File: config.mk
export PLATFORM = sky130hd
export DESIGN_NAME = irq_entry_seq
export DESIGN_NICKNAME = d
export VERILOG_FILES = /design/src/rtl/irq_entry_pkg.sv /design/src/rtl/irq_accept.sv /design/src/rtl/irq_vec_addr.sv /design/src/rtl/irq_psw_next.sv /design/src/rtl/irq_entry_seq.sv
export SDC_FILE = /design/constraint.sdc
export NUM_CORES = 1
export LEC_CHECK = 0
export ABC_AREA = 1
export BUFFER_PORTS_ARGS = -buffer_cell sky130_fd_sc_hd__buf_2
export CORE_AREA = 3 3 214 216
export CTS_CLUSTER_SIZE = 16
export DETAILED_ROUTE_END_ITERATION = 8
export DIE_AREA = 0 0 217 219
export GPL_TIMING_DRIVEN = 0
export HOLD_SLACK_MARGIN = 0.15
export PLACE_DENSITY = 0.57
export SKIP_LAST_GASP = 1
export SYNTH_ARGS = -nofsm -noshare
export SYNTH_HDL_FRONTEND = slang
export SYNTH_SLANG_ARGS = --single-unit
File: constraint.sdc
create_clock -name clk -period 2.75 [get_ports clk]
set_input_delay 0.275 -clock clk [delete_from_list [all_inputs] [get_ports clk]]
set_output_delay 0.275 -clock clk [all_outputs]
set_load 0.01 [all_outputs]
File: src/rtl/irq_entry_pkg.sv
// Shared definitions for the interrupt entry sequencer.
// Assumes a 32-bit packed status word with the field positions below.
package irq_entry_pkg;
    localparam int PSW_I_BIT  = 16;
    localparam int PSW_U_BIT  = 17;
    localparam int PSW_PM_BIT = 20;
    localparam int IPL_LSB    = 24;
    localparam int IPL_W      = 4;
    localparam logic [IPL_W-1:0] IPL_TOP = '1;

    typedef enum logic [2:0] {
        EK_NONE, EK_EXC, EK_FAST, EK_HW, EK_SW
    } entry_kind_e;

    typedef enum logic [2:0] {
        ST_IDLE, ST_SAVE_PSW, ST_SAVE_PC, ST_FETCH_VEC, ST_DONE
    } seq_state_e;
endpackage

File: src/rtl/irq_accept.sv
// Acceptance and priority for the four request sources.
// Purely combinational; assumes requests are levels held until cleared.
module irq_accept
    import irq_entry_pkg::*;
(
    input  logic             req_exc,
    input  logic             req_fast,
    input  logic             req_hw,
    input  logic             req_sw,
    input  logic             int_en,
    input  logic [IPL_W-1:0] cur_ipl,
    input  logic [IPL_W-1:0] hw_lvl,
    output logic             take,
    output entry_kind_e      kind
);
    logic fast_ok, hw_ok;

    // Gate each hardware source by enable and level.
    always_comb begin
        fast_ok = req_fast && int_en && (cur_ipl != IPL_TOP);
        hw_ok   = req_hw && int_en && (cur_ipl < hw_lvl);
    end

    // Fixed priority: exception, fast, normal hardware, software.
    always_comb begin
        if (req_exc)      kind = EK_EXC;
        else if (fast_ok) kind = EK_FAST;
        else if (hw_ok)   kind = EK_HW;
        else if (req_sw)  kind = EK_SW;
        else              kind = EK_NONE;
        take = (kind != EK_NONE);
    end
endmodule

File: src/rtl/irq_vec_addr.sv
// Computes the vector table address for the accepted source.
// Assumes table entries one machine word wide.
module irq_vec_addr
    import irq_entry_pkg::*;
#(
    parameter int              XLEN     = 32,
    parameter int              VEC_W    = 8,
    parameter int              EXC_W    = 5,
    parameter logic [XLEN-1:0] EXC_BASE = 32'hFFFF_FFC0
) (
    input  entry_kind_e      kind,
    input  logic [VEC_W-1:0] hw_vec,
    input  logic [VEC_W-1:0] sw_vec,
    input  logic [EXC_W-1:0] exc_code,
    input  logic [XLEN-1:0]  tbl_base,
    output logic [XLEN-1:0]  vec_addr
);
    localparam int SHIFT = $clog2(XLEN / 8);

    logic [XLEN-1:0] idx, base;

    // Select index and base, then scale index by the word size.
    always_comb begin
        case (kind)
            EK_EXC: begin
                idx  = XLEN'(exc_code);
                base = EXC_BASE;
            end
            EK_SW: begin
                idx  = XLEN'(sw_vec);
                base = tbl_base;
            end
            default: begin
                idx  = XLEN'(hw_vec);
                base = tbl_base;
            end
        endcase
        vec_addr = base + (idx << SHIFT);
    end
endmodule

File: src/rtl/irq_psw_next.sv
// Builds the status word used after entry.
// Assumes field positions from the package.
module irq_psw_next
    import irq_entry_pkg::*;
#(
    parameter int XLEN = 32
) (
    input  logic [XLEN-1:0]  cur_psw,
    input  entry_kind_e      kind,
    input  logic [IPL_W-1:0] hw_lvl,
    output logic [XLEN-1:0]  next_psw
);
    // Clear mode and enable bits; set level for hardware entries.
    always_comb begin
        next_psw             = cur_psw;
        next_psw[PSW_PM_BIT] = 1'b0;
        next_psw[PSW_I_BIT]  = 1'b0;
        next_psw[PSW_U_BIT]  = 1'b0;
        if (kind == EK_FAST)
            next_psw[IPL_LSB +: IPL_W] = IPL_TOP;
        else if (kind == EK_HW)
            next_psw[IPL_LSB +: IPL_W] = hw_lvl;
    end
endmodule

File: src/rtl/irq_entry_seq.sv
// Interrupt entry sequencer: accepts one request, saves context to the
// stack or to backup registers, fetches the handler PC and commits.
// Assumes the core holds request lines until the matching clear pulse,
// and that memory ready is raised only while the enable is high.
module irq_entry_seq
    import irq_entry_pkg::*;
#(
    parameter int              XLEN     = 32,
    parameter int              VEC_W    = 8,
    parameter int              EXC_W    = 5,
    parameter logic [XLEN-1:0] EXC_BASE = 32'hFFFF_FFC0
) (
    input  logic             clk,
    input  logic             rst_n,
    input  logic             req_sw,
    input  logic             req_hw,
    input  logic             req_fast,
    input  logic             req_exc,
    input  logic [VEC_W-1:0] hw_vec,
    input  logic [IPL_W-1:0] hw_lvl,
    input  logic [VEC_W-1:0] sw_vec,
    input  logic [EXC_W-1:0] exc_code,
    input  logic [XLEN-1:0]  cur_psw,
    input  logic [XLEN-1:0]  cur_pc,
    input  logic [XLEN-1:0]  cur_r0,
    input  logic [XLEN-1:0]  cur_isp,
    input  logic [XLEN-1:0]  tbl_base,
    input  logic [XLEN-1:0]  fast_pc,
    output logic             busy,
    output logic             wake,
    output logic             clr_sw,
    output logic             clr_hw,
    output logic             clr_fast,
    output logic             clr_exc,
    output logic             ack,
    output logic             mem_wr_en,
    output logic [XLEN-1:0]  mem_wr_addr,
    output logic [XLEN-1:0]  mem_wr_data,
    input  logic             mem_wr_rdy,
    output logic             mem_rd_en,
    output logic [XLEN-1:0]  mem_rd_addr,
    input  logic [XLEN-1:0]  mem_rd_data,
    input  logic             mem_rd_rdy,
    output logic             commit,
    output logic [XLEN-1:0]  new_pc,
    output logic [XLEN-1:0]  new_psw,
    output logic [XLEN-1:0]  new_sp,
    output logic             usp_upd,
    output logic [XLEN-1:0]  usp_val,
    output logic             bk_upd,
    output logic [XLEN-1:0]  bk_pc,
    output logic [XLEN-1:0]  bk_psw
);
    localparam logic [XLEN-1:0] STEP  = XLEN'(XLEN / 8);
    localparam logic [XLEN-1:0] STEP2 = XLEN'(2 * (XLEN / 8));

    seq_state_e      state;
    entry_kind_e     kind, kind_q;
    logic            take, user_q;
    logic [XLEN-1:0] vec_addr, next_psw, base;
    logic [XLEN-1:0] pc_q, psw_q, base_q, sp_q, npsw_q, vaddr_q, npc_q, r0_q;

    irq_accept u_accept (
        .req_exc  (req_exc),
        .req_fast (req_fast),
        .req_hw   (req_hw),
        .req_sw   (req_sw),
        .int_en   (cur_psw[PSW_I_BIT]),
        .cur_ipl  (cur_psw[IPL_LSB +: IPL_W]),
        .hw_lvl   (hw_lvl),
        .take     (take),
        .kind     (kind)
    );

    irq_vec_addr #(.XLEN(XLEN), .VEC_W(VEC_W), .EXC_W(EXC_W), .EXC_BASE(EXC_BASE)) u_vaddr (
        .kind     (kind),
        .hw_vec   (hw_vec),
        .sw_vec   (sw_vec),
        .exc_code (exc_code),
        .tbl_base (tbl_base),
        .vec_addr (vec_addr)
    );

    irq_psw_next #(.XLEN(XLEN)) u_psw (
        .cur_psw  (cur_psw),
        .kind     (kind),
        .hw_lvl   (hw_lvl),
        .next_psw (next_psw)
    );

    // Stack base: the live pointer already is the interrupt stack in supervisor mode.
    always_comb base = cur_psw[PSW_U_BIT] ? cur_isp : cur_r0;

    // Sequencer: latch context on acceptance, walk the save/fetch steps.
    always_ff @(posedge clk) begin
        if (!rst_n) begin
            state    <= ST_IDLE;
            kind_q   <= EK_NONE;
            wake     <= 1'b0;
            clr_sw   <= 1'b0;
            clr_hw   <= 1'b0;
            clr_fast <= 1'b0;
            clr_exc  <= 1'b0;
            ack      <= 1'b0;
            user_q   <= 1'b0;
            pc_q     <= '0;
            psw_q    <= '0;
            base_q   <= '0;
            sp_q     <= '0;
            npsw_q   <= '0;
            vaddr_q  <= '0;
            npc_q    <= '0;
            r0_q     <= '0;
        end else begin
            wake     <= 1'b0;
            clr_sw   <= 1'b0;
            clr_hw   <= 1'b0;
            clr_fast <= 1'b0;
            clr_exc  <= 1'b0;
            ack      <= 1'b0;
            case (state)
                ST_IDLE: if (take) begin
                    kind_q   <= kind;
                    pc_q     <= cur_pc;
                    psw_q    <= cur_psw;
                    base_q   <= base;
                    sp_q     <= (kind == EK_FAST) ? base : base - STEP2;
                    user_q   <= cur_psw[PSW_U_BIT];
                    r0_q     <= cur_r0;
                    npsw_q   <= next_psw;
                    vaddr_q  <= vec_addr;
                    npc_q    <= fast_pc;
                    wake     <= 1'b1;
                    clr_exc  <= (kind == EK_EXC);
                    clr_fast <= (kind == EK_FAST);
                    clr_hw   <= (kind == EK_HW);
                    clr_sw   <= (kind == EK_SW);
                    ack      <= (kind == EK_FAST) || (kind == EK_HW);
                    state    <= (kind == EK_FAST) ? ST_DONE : ST_SAVE_PSW;
                end
                ST_SAVE_PSW:  if (mem_wr_rdy) state <= ST_SAVE_PC;
                ST_SAVE_PC:   if (mem_wr_rdy) state <= ST_FETCH_VEC;
                ST_FETCH_VEC: if (mem_rd_rdy) begin
                    npc_q <= mem_rd_data;
                    state <= ST_DONE;
                end
                default:      state <= ST_IDLE;
            endcase
        end
    end

    // Port drive from the sequencer state and latched context.
    always_comb begin
        busy        = (state != ST_IDLE);
        mem_wr_en   = (state == ST_SAVE_PSW) || (state == ST_SAVE_PC);
        mem_wr_addr = (state == ST_SAVE_PC) ? base_q - STEP2 : base_q - STEP;
        mem_wr_data = (state == ST_SAVE_PC) ? pc_q : psw_q;
        mem_rd_en   = (state == ST_FETCH_VEC);
        mem_rd_addr = vaddr_q;
        commit      = (state == ST_DONE);
        new_pc      = npc_q;
        new_psw     = npsw_q;
        new_sp      = sp_q;
        usp_upd     = commit && user_q;
        usp_val     = r0_q;
        bk_upd      = commit && (kind_q == EK_FAST);
        bk_pc       = pc_q;
        bk_psw      = psw_q;
    end


    wr_hold_chk: assert property (@(posedge clk) disable iff (!rst_n)
        mem_wr_en && !mem_wr_rdy |=> mem_wr_en && $stable(mem_wr_addr) && $stable(mem_wr_data));

    rd_hold_chk: assert property (@(posedge clk) disable iff (!rst_n)
        mem_rd_en && !mem_rd_rdy |=> mem_rd_en && $stable(mem_rd_addr));

    busy_start_chk: assert property (@(posedge clk) disable iff (!rst_n)
        (state == ST_IDLE) && take |=> busy && wake);

    hw_gate_chk: assert property (@(posedge clk) disable iff (!rst_n)
        clr_hw |-> $past(cur_psw[PSW_I_BIT] && (cur_psw[IPL_LSB +: IPL_W] < hw_lvl)));

    fast_gate_chk: assert property (@(posedge clk) disable iff (!rst_n)
        clr_fast |-> $past(cur_psw[PSW_I_BIT] && (cur_psw[IPL_LSB +: IPL_W] != IPL_TOP)));

    one_clear_chk: assert property (@(posedge clk) disable iff (!rst_n)
        $onehot0({clr_sw, clr_hw, clr_fast, clr_exc}));

    ack_src_chk: assert property (@(posedge clk) disable iff (!rst_n)
        ack |-> clr_hw || clr_fast);

    fast_nomem_chk: assert property (@(posedge clk) disable iff (!rst_n)
        busy && (kind_q == EK_FAST) |-> !mem_wr_en && !mem_rd_en);

    psw_clear_chk: assert property (@(posedge clk) disable iff (!rst_n)
        commit |-> !new_psw[PSW_PM_BIT] && !new_psw[PSW_I_BIT] && !new_psw[PSW_U_BIT]);
endmodule

==> impl_metrics.ini <==
[outcome]
status = finished, violations left
violations = negative setup slack

[clock_network]
htree_levels = 1
clk_latency_ns = 0.57
clk_pin_slew_ns = 0.05
cts.sinks = 237
cts_tree = yes
cts_buffers = 30
cts_buffer_depth = 3
cts_root_buf = clkbuf_16

[sta]
period_minus_slack_ns = 2.82
clock-skew-final_ns = 0.00664
fmax_ghz = 0.355
slew_viol_final = 0
finalCritPeriodShare = 1.02
setup_viol = 5
hold_viol_final = 0
tightest_slew_ns = 0.882
setup_ws_ns = -0.0679
rsz0062_at_grt = true
relSlewSlack = 0.412

[drt]
dr.pass1.iters = 6
vias = 15900
first_iter_violations = 1089
route.detailed.drc = 0
post_drt_via_cell_ratio = 4.79
wl_per_cell_um = 18.9
routed_wl_mm = 63.0
final_antenna_net_count = 0

[yosys]
synth_edf_count = 0
synthArstFlopShare = 0
synth_area_leaders = dfxtp_1 38%, nand2_1 14%, nor2_1 8.1%
syn-cell-area_um2 = 12500
netlist_instances = 1894
synth-main-ff-cell = dfxtp_1
syn_area_per_cell_um2 = 6.60
ys_seq_area_frac = 0.380
synth_top_cell_area_share = 0.380
yosys.cell_types.count = 44
synth_seq_cells = 237
yosys_warnings = 0
yosysTopAreaCell = dfxtp_1

[setup_path]
ff2ff_path_depth = 9
worstSetupPathType = reg2out
rr_startpoint = state[0]
crit_path_end = mem_wr_addr[25]
crit_path_end_kind = primary output
cp_cell_sequence = inv_2, nand3_4, a21oi_4, nand2_4, nor2_4, nand4_1, nor2_4, buf_4, nand3b_1, xor2_1, buf_2
cp-start-kind = register
path_depth = 11
crit_arrival_ns = 2.54
cp_common_cell = nor2_4
critPathMaxStageDelay_ns = 0.34
path_buf_inv = 3
rr_endpoint = new_sp[18]
slowest_stage = dfxtp_2
crit_family = simple AND/OR/NAND/NOR gates
regToRegSetupSlack_ns = 0.07
crit_start = state[2]
cp_data_required_time_ns = 2.48
path_max_fanout = 3

[placed_design]
numPortBuffers = 551
dp_hpwl_mm = 48.3
finalWeightedCongestion = 0.950
place_ws_ns = -1.22
placed_area_um2 = 16100

[die]
start_util = 0.283
die_x_um = 217
dieArea_um2 = 47500
coreArea_um2 = 44100
rows = 77
die_height_um = 219
ios = 557

[run]
drv_cap = 0

[min_path]
hold_class = in2reg
min_from = tbl_base[22]

[cells_and_area]
drive_gt1_frac = 0.302
final_cell_area_um2 = 19700
syn_to_final_growth_pct = 57.8
fin_nets = 2982

[power]
leakage_nw = 10.1
power_density_nw_per_um2 = 1020
ir_worst_vdd_mv = 0.507

[grt]
grt_use_met3 = 0.0584
met1_usage = 0.308
busiest_layer = met2
groute.layer.met2.usage = 0.419
grt_max_degree = 15
grt_use_total = 0.245
antenna_found_initial = 6
overflow = 0
first_global_vias = 15200
grt_pass1_wl_mm = 89.9
-- kinds of logic after synthesis --
kind of cell	share of synthesized area
flip-flops	0.380
adder cells (fa/ha/maj)	0.0166
other	0.000300
multiplexers	0.00240
AO/OA/AOI/OAI	0.156
buffers and inverters	0.105
AND/OR/NAND/NOR	0.293
XOR/XNOR	0.0470
-- worst min path at each step --
stage,end,slack (ns),cells after the start
5_1_grt,mem_rd_addr[15],0.21,4
6_report,mem_rd_addr[22],0.19,5
3_5_place_dp,new_pc[18],0.45,2
3_3_place_gp,new_pc[26],0.44,2
2_1_floorplan,mem_rd_addr[0],0.41,2
4_1_cts,mem_rd_addr[10],0.15,4
-- tightest hold or removal path, cell delays in order --
cell	delay, ns
buf_2	0.07
nor2_1	0.06
inv_1	0.10
xor2_1	0.08
a21oi_1	0.13
-- synth_stat cells, types with 2 or more instances --
master    number
nand4_1       10
o21ai_0      193
o22ai_1        2
nor4_1         6
ha_1          15
clkbuf_1      52
nor2_1       268
nand3_2        2
buf_2         35
dfxtp_1      237
xnor2_1       24
nor2_4         2
a22oi_1        4
o211ai_1       4
a211oi_1       2
o21ai_2        2
nand3b_1       6
xor2_1        43
a22o_1         3
buf_4         40
inv_2          8
a21oi_1      152
buf_1          8
nand3_1       81
or2_2          7
nand2_2        2
nor2_2         9
inv_1        151
mux2i_1        3
o21ai_1        7
nor3_1        28
nand2_1      476
-- through the flow --
| step | TNS (ns) | hold WS (ns) | util | total power [mW] | std cells |
|---|---|---|---|---|---|
| 2_1_floorplan | -0.0822 | 0.406 | - | 10.7 | 1896 |
| 3_3_place_gp | -34.42 | 0.444 | 0.364 | 15.0 | 3039 |
| 3_5_place_dp | -35.84 | 0.449 | 0.364 | 15.1 | 3039 |
| 4_1_cts | -0.882 | 0.155 | 0.438 | 19.7 | 3303 |
| 5_1_grt | -1.53 | 0.205 | 0.447 | 21.3 | 3326 |
| 6_report | -0.202 | 0.194 | 0.447 | 20.0 | 3326 |
-- per-layer routing --
metal / wire length (µm) / share of wire
met5: 13 / 0.00021
met3: 4940 / 0.078
met1: 26100 / 0.41
met4: 2130 / 0.034
met2: 29800 / 0.47
-- flip-flops by register name, summed over array words and instances (netlist names), 3 cells and up --
name         count
bk_pc           32
base_q          32
mem_rd_addr     32
bk_psw          32
state            3
kind_q           3
new_sp          29
usp_val         32
new_psw          4
new_pc          32
-- where the power goes --
| group | switching (mW) | total (mW) | internal (mW) |
|---|---|---|---|
| Sequential | 1.10 | 5.82 | 4.72 |
| Combinational | 6.40 | 10.2 | 3.80 |
| Clock | 1.60 | 3.99 | 2.39 |
| Total | 9.09 | 20.0 | 10.9 |
-- cells in the final DEF (no fill, tap or decap), drive strengths merged, types with 10 or more instances in the layout --
cell type,count
clkbuf,97
nor2,279
buf,669
dfxtp,237
nand3,83
dlygate4sd3,196
nand2,478
nor3,29
o21ai,202
inv,158
xnor2,24
a21oi,153
xor2,43
ha,15
nand4,10
-- repair_timing --
action | 4_1_cts | 5_1_grt
pin swaps | 8 | 26
hold endpoints to repair | 160 | 0
setup endpoints to repair | 178 | 46
resized for setup | 49 | 58
setup buffers | 16 | 19
hold buffers | 196 | 0
-- area by class of cell --
type                            instances  area, µm²
Timing Repair Buffer                  781       4990
Fill cell                            4651      24400
Inverter                              159        622
Sequential cell                       237       4750
Tap cell                              592        741
Buffer                                136        726
Multi-Input combinational cell       1364       6890
Antenna cell                            5       12.5
Clock buffer                           45        888
Clock inverter                          7       90.1
Power figures use the tool's default switching activity.
